==> config.mk <==
export PLATFORM = sky130hd
export DESIGN_NAME = pin_sampler
export DESIGN_NICKNAME = d
export VERILOG_FILES = /design/src/rtl/sampler_pkg.sv /design/src/rtl/sampler_sync.sv /design/src/rtl/sampler_edge.sv /design/src/rtl/sampler_capture.sv /design/src/rtl/pin_sampler.sv
export SDC_FILE = /design/constraint.sdc
export NUM_CORES = 1
export LEC_CHECK = 0
export CORE_MARGIN = 1.5
export CORE_UTILIZATION = 50
export DETAILED_ROUTE_END_ITERATION = 16
export GPL_TIMING_DRIVEN = 0
export PLACE_DENSITY_LB_ADDON = 0.08
export SYNTH_ARGS = -nofsm -noshare
export SYNTH_HDL_FRONTEND = slang
export SYNTH_SLANG_ARGS = --single-unit
==> constraint.sdc <==
create_clock -name clk -period 2.8 [get_ports clk]
set_clock_uncertainty 0.15 [all_clocks]
set_input_delay 0.42 -clock clk [delete_from_list [all_inputs] [get_ports clk]]
set_output_delay 0.42 -clock clk [all_outputs]
set_load 0.1 [all_outputs]
==> src/rtl/sampler_pkg.sv <==
package sampler_pkg;

   typedef struct packed {
      logic rise;
      logic fall;
   } edge_pulse_t;

   // true when the detected pulse matches the selected active edge
   function automatic logic edge_selected(edge_pulse_t e, logic fall_sel);
      return fall_sel ? e.fall : e.rise;
   endfunction

endpackage

==> src/rtl/sampler_sync.sv <==
module sampler_sync #(
   parameter int WIDTH  = 8,
   parameter int STAGES = 2
) (
   input  logic             clk,
   input  logic             rst_n,
   input  logic [WIDTH-1:0] d_i,
   output logic [WIDTH-1:0] tap_early_o,
   output logic [WIDTH-1:0] tap_late_o
);
   localparam int LAST  = STAGES - 1;
   localparam int EARLY = STAGES - 2;

   logic [WIDTH-1:0] chain [STAGES];

   generate
      if (STAGES < 2 || STAGES > 4) begin : g_bad_depth
         $error("sampler_sync: STAGES must lie between 2 and 4");
      end
      if (WIDTH < 1) begin : g_bad_width
         $error("sampler_sync: WIDTH must be positive");
      end
      for (genvar s = 0; s < STAGES; s++) begin : g_stage
         if (s == 0) begin : g_head
            always_ff @(posedge clk or negedge rst_n) begin
               if (!rst_n) chain[s] <= '0;
               else        chain[s] <= d_i;
            end
         end else begin : g_body
            always_ff @(posedge clk or negedge rst_n) begin
               if (!rst_n) chain[s] <= '0;
               else        chain[s] <= chain[s-1];
            end
         end
      end
   endgenerate

   assign tap_early_o = chain[EARLY];
   assign tap_late_o  = chain[LAST];
endmodule

==> src/rtl/sampler_edge.sv <==
module sampler_edge
   import sampler_pkg::*;
#(
   parameter int STAGES = 2
) (
   input  logic        clk,
   input  logic        rst_n,
   input  logic        strobe_i,
   output edge_pulse_t pulse_o
);
   logic strobe_early;
   logic strobe_sync;
   logic strobe_dly;

   sampler_sync #(.WIDTH(1), .STAGES(STAGES)) i_strobe_sync (
      .clk        (clk),
      .rst_n      (rst_n),
      .d_i        (strobe_i),
      .tap_early_o(strobe_early),
      .tap_late_o (strobe_sync)
   );

   always_ff @(posedge clk or negedge rst_n) begin
      if (!rst_n) strobe_dly <= 1'b0;
      else        strobe_dly <= strobe_sync;
   end

   assign pulse_o.rise = strobe_sync & ~strobe_dly;
   assign pulse_o.fall = ~strobe_sync & strobe_dly;

   // a detected edge never lasts longer than one bus cycle
   assert_rise_single_R2: assert property (@(posedge clk) disable iff (!rst_n)
      pulse_o.rise |=> !pulse_o.rise);
   assert_fall_single_R2: assert property (@(posedge clk) disable iff (!rst_n)
      pulse_o.fall |=> !pulse_o.fall);

   logic unused_early;
   assign unused_early = strobe_early;
endmodule

==> src/rtl/sampler_capture.sv <==
module sampler_capture
   import sampler_pkg::*;
#(
   parameter int WIDTH = 8
) (
   input  logic             clk,
   input  logic             rst_n,
   input  logic             use_strobe_i,
   input  logic             strobe_fall_i,
   input  edge_pulse_t      pulse_i,
   input  logic [WIDTH-1:0] data_direct_i,
   input  logic [WIDTH-1:0] data_aligned_i,
   output logic [WIDTH-1:0] sampled_o
);
   always_ff @(posedge clk or negedge rst_n) begin
      if (!rst_n)
         sampled_o <= '0;
      else if (!use_strobe_i)
         sampled_o <= data_direct_i;
      else if (edge_selected(pulse_i, strobe_fall_i))
         sampled_o <= data_aligned_i;
   end

   assert_hold_quiet_R3: assert property (@(posedge clk) disable iff (!rst_n)
      use_strobe_i && !pulse_i.rise && !pulse_i.fall |=> $stable(sampled_o));
   assert_ignore_rise_R5: assert property (@(posedge clk) disable iff (!rst_n)
      use_strobe_i && strobe_fall_i && pulse_i.rise |=> $stable(sampled_o));
   assert_ignore_fall_R6: assert property (@(posedge clk) disable iff (!rst_n)
      use_strobe_i && !strobe_fall_i && pulse_i.fall |=> $stable(sampled_o));
endmodule

==> src/rtl/pin_sampler.sv <==
module pin_sampler
   import sampler_pkg::*;
#(
   parameter int WIDTH       = 8,
   parameter int SYNC_STAGES = 2
) (
   input  logic             clk,
   input  logic             rst_n,
   input  logic [WIDTH-1:0] pins_i,
   input  logic             strobe_i,
   input  logic             use_strobe_i,
   input  logic             strobe_fall_i,
   output logic [WIDTH-1:0] sampled_o
);
   localparam int WARM_W = $clog2(SYNC_STAGES + 1) + 1;

   logic [WIDTH-1:0] pins_early;
   logic [WIDTH-1:0] pins_late;
   edge_pulse_t      pulse;

   sampler_sync #(.WIDTH(WIDTH), .STAGES(SYNC_STAGES)) i_pin_sync (
      .clk        (clk),
      .rst_n      (rst_n),
      .d_i        (pins_i),
      .tap_early_o(pins_early),
      .tap_late_o (pins_late)
   );

   sampler_edge #(.STAGES(SYNC_STAGES)) i_edge (
      .clk     (clk),
      .rst_n   (rst_n),
      .strobe_i(strobe_i),
      .pulse_o (pulse)
   );

   sampler_capture #(.WIDTH(WIDTH)) i_capture (
      .clk           (clk),
      .rst_n         (rst_n),
      .use_strobe_i  (use_strobe_i),
      .strobe_fall_i (strobe_fall_i),
      .pulse_i       (pulse),
      .data_direct_i (pins_early),
      .data_aligned_i(pins_late),
      .sampled_o     (sampled_o)
   );

   // cycles since reset, so the direct-mode check never looks before reset
   logic [WARM_W-1:0] warm_cnt;
   always_ff @(posedge clk or negedge rst_n) begin
      if (!rst_n)                             warm_cnt <= '0;
      else if (warm_cnt < WARM_W'(SYNC_STAGES)) warm_cnt <= warm_cnt + 1'b1;
   end

   assert_direct_follow_R1: assert property (@(posedge clk) disable iff (!rst_n)
      (warm_cnt == WARM_W'(SYNC_STAGES)) && !use_strobe_i
      |=> sampled_o == $past(pins_i, SYNC_STAGES));
endmodule

# Word level (Yosys, flattened, before mapping)
# Cells that the tools add are included.
[word_totals]
out_inout_bits = 8
ff_bits = 27
wordCells = 14
[classes]
bitwise_logic = 4
eq_ne = 1
mux = 3
[ops]
columns = ["cell", "n"]
rows = [
  ["$mux 8", 2],
  ["$and 1x1->1", 2],
  ["$ne 2x1->1 const B", 1],
  ["$not 1->1", 2],
  ["$mux 1", 1],
]

# Longest topological paths before layout
# Gate-level depths: netlist of the first run.
[depth]
word_depth = 5
ltp_mapped = 3
mapped_depth_nobuf = 3

# Hierarchy
# From an unflattened synthesis of the first run, not the netlist that was laid out.
[unflattened]
hier_cells = 48
hier_area_um2 = 932.1
[modules_own_cells]
columns = ["mod", "cells_per_inst", "seq_area_each_um2", "instances", "area_per_inst_um2"]
rows = [
  ["sampler_capture", 27, 200.2, 1, 441.7],
  ["sampler_sync at i_pin_sync", 16, 400.4, 1, 400.4],
  ["sampler_sync at i_edge.i_strobe_sync", 2, 50.0, 1, 50.0],
  ["sampler_edge", 3, 25.0, 1, 40.0],
]

# Worst setup path after synthesis of the first run
# OpenSTA, ideal clock, no wires.
[synth_path]
path_kind = "input-to-reg"
start = "input port use_strobe_i"
end = "register i_capture.sampled_o[0]"
path_slack_ps = 1324
n_path_buf = 1
t_arrival_ps = 1201
required_ps = 2525
setup_ps = 125
cell_stages = 3
cell_sequence = "buf_2 -> mux2_2 -> mux2_2"
[synth_between]
elab_chain_cells = 1
word_cells_on_any_way = 2
classes_between = "eq/ne (1); mux (1)"
[synth_lines]
columns = ["item", "line", "text"]
rows = [
  ["from (decl)", "pin_sampler.sv:11", "input logic use_strobe_i,"],
  ["$ne 2x1->1 (no source line) or $mux 8 (tied branches)", "--", ""],
  ["to (signal assigned)", "sampler_capture.sv:19", "sampled_o <= data_direct_i;"],
  ["to (signal assigned)", "sampler_capture.sv:21", "sampled_o <= data_aligned_i;"],
  ["to (decl)", "sampler_capture.sv:13", "output logic [WIDTH-1:0] sampled_o"],
]
# Several ways; a longest one is shown, not always the timed one.
# A chain may end at the register's enable or synchronous reset.

# Worst setup path in the final report of the first run
[layout_path]
start = "register i_capture.sampled_o[2]"
end = "output port sampled_o[2]"
[layout_lines]
columns = ["item", "line", "text"]
rows = [
  ["to (decl)", "pin_sampler.sv:13", "output logic [WIDTH-1:0] sampled_o"],
]
# No word-level cell between the ends.

==> flow_summary.toml, run 1 <==
[logic_synthesis]
synth-simple-area-share = 0.0112
ys_types = 6
yosys.area.top_type = "dfrtp_1"
ys_seq_area_frac = 0.753
synth_area_leaders = "dfrtp_1, mux2_2, o221ai_4"
synth_area_um2 = 897
synth_cells = 47
synth_compound_area_frac = 0.0293
synth_top_family_by_area = "multiplexers"
synth.area.mux_share = 0.201
synth-edff-count = 0
yosys_warnings = 0
synthFlopType = "dfrtp_1"
ys_seq_elements = 27
synth.avg_cell_area_um2 = 19.1
synth_top_area_frac = 0.753
synth_fa_ha_area_frac = 0
synth.cells.most_frequent = "dfrtp_1, mux2_2"
yosysMostFrequentCell = "dfrtp_1"
syn_nets = 60
synth_xor_area_frac = 0
async_flop_share = 1.00

[clock_tree]
clock_sinks = 27
post_cts_resized = 0
clk_pin_slew_ns = 0.13
clock_latency_ns = 0.31
cts_buffer_depth = 2
cts_setup_buffers = 0
htreeDepth = 1
cts_tree = "yes"
cts_buffers = 3
cts-hold-fix-buffers = 0
cts-root-buf = "clkbuf_4"

[worst_setup_path]
critical_path.top_delay_family = "buffers and inverters"
critical_path_arrival_ns = 1.82
required_ns = 2.23
critPathKind = "register to output port"
cp_slowest_cell = "clkdlybuf4s50_1"
path_max_fanout = 2
cp_num_buf_inv = 1
slowest_delay_ns = 1.13
cp-start-kind = "register"
endpoint_kind = "output port"
crit_chain = "clkdlybuf4s50_1"

[sta]
hold_viol_final = 0
finalWorstSetupSlack_ns = 0.414
rsz0062_at_grt = "no"
setup_viol = 0
min_period_ns = 2.39
setup_tns_ns = 0
fmax_mhz = 419
fin_crit_sh = 0.852
maxSlewViolCount = 0
relSlewSlack = 0.235
tightest_slew_ns = 1.14

[global_routing]
top_usage_layer = "met2"
antenna_found_initial = 0
overflow = 0
met1_usage = 0.192
grt_max_degree = 28
use_met2 = 0.243
grt_pass1_vias = 475
grt.total_usage = 0.146
grt_use_met3 = 0.0240
grt_pass1_wl_um = 2070

[floorplanning]
initial_core_util = 0.525
rows = 15
ios = 21
coreArea_mm2 = 0.00171
die_area_mm2 = 0.00206
die_x_um = 45.4
die_y_um = 45.4

[power]
pwr-share-seq = 0.540
combPwrFrac = 0.260
p_sw_uw = 261
power.density_mw_per_mm2 = 698
total_power_uw = 799
vdd_drop_max_mv = 0.487
swShare = 0.327
p_clk_frac = 0.199
p_int_uw = 537
p_leak_nw = 0.479

[route]
via_per_inst = 4.68
vias = 445
drc = 0
drt-total-wl_um = 1250
first_pass_iters = 4
drt_iter0_drc = 2
postRouteAntennaNets = 0
wl_per_cell_um = 13.2

[cells_and_area]
drive_gt1_frac = 0.300
antennaDiodeCount = 0
final_cell_area_mm2 = 0.00114
area_delta_synth_final_pct = 27.6
stdcell_count = 95
fin_nets = 84
fillers = 126

[placement]
placed_cells = 91
io_buffers = 19
dp_slack_ns = 0.747
place_congestion = 0.594
placed_area_mm2 = 0.00112

[outcome]
status = "finished clean"

[job]
drv_cap = 0

[hold_path]
hold_path_class = "register to register"
==> metal layers <==
metal	share of wire	routed length, um
met5	0	0
met4	0	0
met3	0.031	39
met2	0.54	677
met1	0.43	537
==> cell families (layout without fill, tap and decap cells) <==
logic type             after synthesis  after routing
AO/OA/AOI/OAI                        1              1
buffers and inverters                1             24
flip-flops                          27             27
multiplexers                        16             16
AND/OR/NAND/NOR                      2              2
==> power groups by stage <==
stage | logic (mW) | clock network (mW) | registers (mW)
2_1_floorplan | 0.0335 | 0 | 0.553
3_3_place_gp | 0.208 | 0 | 0.438
3_5_place_dp | 0.210 | 0 | 0.440
4_1_cts | 0.210 | 0.165 | 0.432
5_1_grt | 0.217 | 0.175 | 0.435
6_report | 0.208 | 0.159 | 0.432
==> per-stage QoR <==
stage / hold slack, ns / utilization
2_1_floorplan: -0.0256 / -
3_3_place_gp: 0.181 / 0.655
3_5_place_dp: 0.204 / 0.655
4_1_cts: 0.235 / 0.670
5_1_grt: 0.245 / 0.670
6_report: 0.227 / 0.670
==> state kept, by name, indices dropped and copies added, names as in the netlist <==
signal,flops
i_pin_sync.tap_late_o,8
i_edge.i_strobe_sync.tap_early_o,1
i_pin_sync.tap_early_o,8
i_capture.sampled_o,8
i_edge.strobe_dly,1
i_edge.i_strobe_sync.tap_late_o,1
==> layout by cell type (no fill, tap or decap) <==
cell type / netlist / routed
o221ai_4: 1 / 1
clkbuf_4: 0 / 3
nand2_1: 1 / 1
clkdlybuf4s50_1: 0 / 19
mux2_2: 16 / 16
clkbuf_1: 0 / 1
nand2b_1: 1 / 1
buf_2: 1 / 1
dfrtp_1: 27 / 27
==> final timing paths <==
| check | slack [ns] | from | cells past startpoint | endpoint |
|---|---|---|---|---|
| setup / recovery | 0.41 | i_capture.sampled_o[2] | 1 | sampled_o[2] |
| hold / removal | 0.23 | i_edge.i_strobe_sync.tap_early_o | 0 | i_edge.i_strobe_sync.tap_late_o |
| setup reg to reg | 1.27 | i_edge.strobe_dly | 3 | i_capture.sampled_o[4] |
| hold reg to reg | 0.23 | i_edge.i_strobe_sync.tap_early_o | 0 | i_edge.i_strobe_sync.tap_late_o |
| max in group asynchronous | 1.27 | rst_n | 1 | i_capture.sampled_o[0] |
| min in group asynchronous | 0.56 | rst_n | 1 | i_pin_sync.tap_late_o[7] |
==> final cells by class <==
| type | instances | area, um^2 | share of cell area |
|---|---|---|---|
| clock buffers | 4 | 26.3 | 0.0230 |
| well taps | 25 | 31.3 | 0.0273 |
| multi-input cells | 19 | 216 | 0.189 |
| repair buffers | 19 | 190 | 0.166 |
| flip-flops and latches | 27 | 676 | 0.590 |
| plain buffers | 1 | 5.00 | 0.00437 |
No activity file was read; power rests on OpenSTA's default activity.
==> run 2, diff against run 1 <==
--- a/config.mk
+++ b/config.mk
@@ -7,6 +7,7 @@
 export LEC_CHECK = 0
 export CORE_MARGIN = 1.5
 export CORE_UTILIZATION = 50
+export CTS_CLUSTER_DIAMETER = 40
 export DETAILED_ROUTE_END_ITERATION = 16
 export GPL_TIMING_DRIVEN = 0
 export PLACE_DENSITY_LB_ADDON = 0.08
==> results of run 2 <==
No change in the layout: final DEF, timing and power equal those of run 1.
